$ cat config.mk
export PLATFORM = sky130hd
export DESIGN_NAME = edge_irq_req
export DESIGN_NICKNAME = d
export VERILOG_FILES = /design/src/rtl/edge_irq_pkg.sv /design/src/rtl/pin_sync.sv /design/src/rtl/edge_det.sv /design/src/rtl/req_reg.sv /design/src/rtl/edge_irq_req.sv
export SDC_FILE = /design/constraint.sdc
export NUM_CORES = 1
export LEC_CHECK = 0
export ABC_AREA = 1
export BUFFER_PORTS_ARGS = -buffer_cell sky130_fd_sc_hd__buf_4
export CAP_MARGIN = 20
export CORE_MARGIN = 3
export CORE_UTILIZATION = 40
export CTS_CLUSTER_SIZE = 12
export DETAILED_ROUTE_END_ITERATION = 7
export PLACE_DENSITY = 0.74
export SETUP_SLACK_MARGIN = 0.4
export SYNTH_ARGS = -nofsm -noshare
export SYNTH_HDL_FRONTEND = slang
export SYNTH_SLANG_ARGS = --single-unit
$ cat constraint.sdc
create_clock -name clk -period 1.3 [get_ports clk]
set_clock_uncertainty 0.1 [all_clocks]
set_input_delay 0.065 -clock clk [delete_from_list [all_inputs] [get_ports clk]]
set_output_delay 0.065 -clock clk [all_outputs]
set_load 0.01 [all_outputs]
$ cat src/rtl/edge_irq_pkg.sv
package edge_irq_pkg;
    localparam int ADDR_W   = 16;
    localparam int DATA_W   = 8;
    localparam int NUM_PINS = 4;
    localparam int NUM_REQ  = 3;
    localparam logic [ADDR_W-1:0] REQ_ADDR = 16'h00FD;

    typedef struct packed {
        logic cnt1;
        logic cnt0;
        logic irq1;
        logic irq0;
    } pin_vec_t;

    typedef enum logic [1:0] {
        DEC_NONE,
        DEC_REQ,
        DEC_PORT
    } dec_t;

    function automatic logic [NUM_REQ-1:0] merge_req(input pin_vec_t e, input logic [1:0] sel);
        return {(e.cnt0 & sel[0]) | (e.cnt1 & sel[1]), e.irq1, e.irq0};
    endfunction
endpackage

$ cat src/rtl/pin_sync.sv
module pin_sync #(
    parameter int WIDTH  = 4,
    parameter int STAGES = 2
) (
    input  logic             clk,
    input  logic             rst,
    input  logic [WIDTH-1:0] raw_i,
    output logic [WIDTH-1:0] sync_o
);
    logic [WIDTH-1:0] stage_q [STAGES];

    generate
        for (genvar s = 0; s < STAGES; s++) begin : g_stage
            if (s == 0) begin : g_first
                always_ff @(posedge clk) stage_q[s] <= raw_i;
            end else begin : g_next
                always_ff @(posedge clk) begin
                    if (rst) stage_q[s] <= raw_i;
                    else     stage_q[s] <= stage_q[s-1];
                end
            end
        end
    endgenerate

    assign sync_o = stage_q[STAGES-1];
endmodule

$ cat src/rtl/edge_det.sv
module edge_det #(
    parameter int WIDTH = 4
) (
    input  logic             clk,
    input  logic             rst,
    input  logic [WIDTH-1:0] raw_i,
    input  logic [WIDTH-1:0] sync_i,
    output logic [WIDTH-1:0] edge_o
);
    logic [WIDTH-1:0] hist_q;

    always_ff @(posedge clk) begin
        if (rst) hist_q <= raw_i;
        else     hist_q <= sync_i;
    end

    assign edge_o = sync_i ^ hist_q;
endmodule

$ cat src/rtl/req_reg.sv
module req_reg #(
    parameter int WIDTH = 3
) (
    input  logic             clk,
    input  logic             rst,
    input  logic [WIDTH-1:0] set_i,
    input  logic             wr_en_i,
    input  logic [WIDTH-1:0] keep_i,
    output logic [WIDTH-1:0] req_o
);
    logic [WIDTH-1:0] req_q, req_d;

    always_comb begin
        req_d = req_q;
        if (wr_en_i) req_d = req_q & keep_i;
        req_d = req_d | set_i;
    end

    always_ff @(posedge clk) begin
        if (rst) req_q <= '0;
        else     req_q <= req_d;
    end

    assign req_o = req_q;
endmodule

$ cat src/rtl/edge_irq_req.sv
module edge_irq_req
    import edge_irq_pkg::*;
#(
    parameter logic [15:0] PORT_ADDR = 16'h00C6
) (
    input  logic        clk,
    input  logic        rst,
    input  logic [3:0]  pin_i,
    input  logic [1:0]  cnt_sel_i,
    input  logic [15:0] bus_addr_i,
    input  logic        bus_wr_i,
    input  logic [7:0]  bus_wdata_i,
    output logic [7:0]  bus_rdata_o
);
    logic [NUM_PINS-1:0] sync_w;
    pin_vec_t            edge_w;
    logic [NUM_REQ-1:0]  set_w;
    logic [NUM_REQ-1:0]  req_q;
    dec_t                dec;

    pin_sync #(.WIDTH(NUM_PINS), .STAGES(2)) u_sync (
        .clk(clk), .rst(rst), .raw_i(pin_i), .sync_o(sync_w)
    );

    edge_det #(.WIDTH(NUM_PINS)) u_edge (
        .clk(clk), .rst(rst), .raw_i(pin_i), .sync_i(sync_w), .edge_o(edge_w)
    );

    assign set_w = merge_req(edge_w, cnt_sel_i);

    always_comb begin
        if (bus_addr_i == REQ_ADDR)       dec = DEC_REQ;
        else if (bus_addr_i == PORT_ADDR) dec = DEC_PORT;
        else                              dec = DEC_NONE;
    end

    req_reg #(.WIDTH(NUM_REQ)) u_req (
        .clk(clk), .rst(rst), .set_i(set_w),
        .wr_en_i(bus_wr_i && dec == DEC_REQ),
        .keep_i(bus_wdata_i[NUM_REQ-1:0]),
        .req_o(req_q)
    );

    always_comb begin
        case (dec)
            DEC_REQ:  bus_rdata_o = {{(DATA_W-NUM_REQ){1'b0}}, req_q};
            DEC_PORT: bus_rdata_o = {{(DATA_W-NUM_PINS){1'b0}}, sync_w};
            default:  bus_rdata_o = '0;
        endcase
    end
endmodule

==> metrics <==
Final Setup Violations 0; total global-route track usage 13.8%; slowest stage cell on the critical path nor2_4; sw frac 25.8%; layout cell share with drive strength beyond 1 45.5%; final hold violation count 0; Max Buffers Root-to-Sink 2; Vias/cell 4.44; DIE AREA 0.00234 mm²; nets 168; sequential-to-total area share from yosys stat 41.9%; Power per Cell Area 843 mW/mm²; initial antenna violation count 0; synth top area cells dfxtp_1, nand2_1, inv_1, o21ai_0, nor4_4; fin cells 158; Fmax 0.894 GHz; Critical Path, Cell by Cell buf_4 -> nor2_4 -> nand2_2 -> buf_4 -> nor2_4 -> nand2_1 -> nor2_1 -> buf_4; crit path time final 1.12 ns; core area 0.00159 mm²; Sink Count 15; IO Port Bufs 31; Placement Rows 14; Mapped Cells 93; fin. max-slew vios 0; total gr overflow 0; commonest non-fill, non-tap cell in the layout buf_4; clock share of power 26.8%; RSZ-0062 raised after global routing yes; Final Cycle Share 86.0%; CP Capture Type output port; CTS Buf Count 3; chip height 48.3 µm; synthesized area 717 µm²; Combinational Power Share 20.6%; crit-path max cell delay 0.16 ns; most frequent cells in the layout buf_4, nand2_1, inv_1, dfxtp_1, buf_6; RePlAce Congestion 0.737; Worst VDD drop 0.000797 V; sequential cell area 303 µm²; first-pass GRT wire length 2600 µm; DRT Pass-1 Iters 4; ant diodes 0; Residual DRC 0; Cell variety after synth 19; fin util 73.4%; IO Count 41; vias in the first global route 647; Setup CP Type primary input to output port; wire per inst 10.6 µm; max cap viols 0; Clk pin slew, worst setup/hold paths 0.09 ns; Seq pwr share 52.6%; cell taking the most area after synthesis dfxtp_1; critical path launch point type primary input; routed wire length 1680 µm; Pint 0.732 mW; clock latency at the later pin of the worst-skew pair 0.28 ns; pre-CTS WS 0.107 ns; fill cell count 123; Post-Syn Area per Cell 7.71 µm²; worst-path maximum fanout 6; Placed Instances 146; Seq cells post-synth 15; Root Buffer clkbuf_4; CP required 1.13 ns; final worst setup slack 0.182 ns; Syn. warnings 0; Synth top area share 41.9%; initial core utilization 45.0%; outcome complete, no violations; htree depth 1; Die W 48.3 µm; largest net degree at the start of global routing 16; ANT nets after route 0; switching pwr 0.254 mW; crit-path most repeated cell buf_4; CTS tree built; multi-input logic area 400 µm²; crit path DAT 0.95 ns; Area Overhead vs Synth 63.2%; Hold Path Class primary input to flip-flop; leakage power 0.575 nW; via count 701; setup TNS 0 ns; DP Wirelength 1180 µm; Starting DRT DRC Count 4
-- sequential cells by signal, indices dropped and copies added (netlist names) --
register / flops
u_edge.hist_q: 4
u_sync.stage_q: 8
u_req.req_o: 3
-- timing repair --
action	CTS	global route
setup endpoints to repair	5	5
hold buffers	5	0
buffers inserted	2	1
pin swaps	10	11
gates resized for setup	14	15
endpoints found under the hold margin	15	0
-- critical path, delay by kind of cell --
family                 cells  cell delay [ns]
and+or+nand+nor            5             0.50
buffers and inverters      3             0.39
-- stage by stage --
| stage | power (mW) | hold WS [ns] | instance area [µm²] |
|---|---|---|---|
| floorplan | 0.609 | -0.00728 | 737 |
| detailed placement | 0.684 | 0.0796 | 965 |
| global placement | 0.676 | 0.0784 | 965 |
| global route | 1.05 | 0.0423 | 1170 |
| CTS | 0.983 | 0.0142 | 1110 |
| finish | 0.986 | 0.0248 | 1170 |
-- cells by family after synthesis --
family / share of synthesized area [%]
other: 0.523
buffers and inverters: 12.7
flip-flops: 41.9
AO/OA/AOI/OAI: 8.38
XOR/XNOR: 2.44
AND/OR/NAND/NOR: 34.0
-- area by class of cell --
cell class	count	area share [%]
Clock inverter	1	0.642
Tap cell	24	2.57
Timing Repair Buffer	39	29.9
Clock buffer	3	1.93
Multi-Input combinational cell	61	34.2
Inverter	15	4.81
Sequential cell	15	25.9
-- worst paths after layout --
kind | startpoint | to | slack, ns | depth (start not counted)
max reg2reg | u_edge.hist_q[3] | u_req.req_o[2] | 0.30 | 5
max | bus_addr_i[9] | bus_rdata_o[3] | 0.18 | 8
min | bus_wr_i | u_req.req_o[1] | 0.02 | 4
min reg2reg | u_sync.stage_q[0][0] | u_sync.stage_q[1][0] | 0.33 | 2
-- power groups by stage --
stage / clock, mW / sequential (mW) / combinational, mW
5_1_grt: 0.304 / 0.523 / 0.220
4_1_cts: 0.280 / 0.519 / 0.185
3_5_place_dp: 0 / 0.529 / 0.156
6_report: 0.265 / 0.518 / 0.203
3_3_place_gp: 0 / 0.527 / 0.149
2_1_floorplan: 0 / 0.525 / 0.0833
-- cell usage after synthesis, drive strengths merged --
master,count
conb,1
o21ai,9
nor4,2
a21oi,3
inv,14
or2,1
buf,5
xnor2,2
nand3,5
nand2,22
clkinv,1
nor2,9
dfxtp,15
nand4,4
-- metal layers --
layer	up-vias	global-route usage, %	wire length [µm]
li1	368	-	-
met5	-	0	0
met1	307	15.5	631
met2	24	25.2	915
met4	0	2.84	7
met3	2	4.91	123
(Power assumes the default switching activity.)
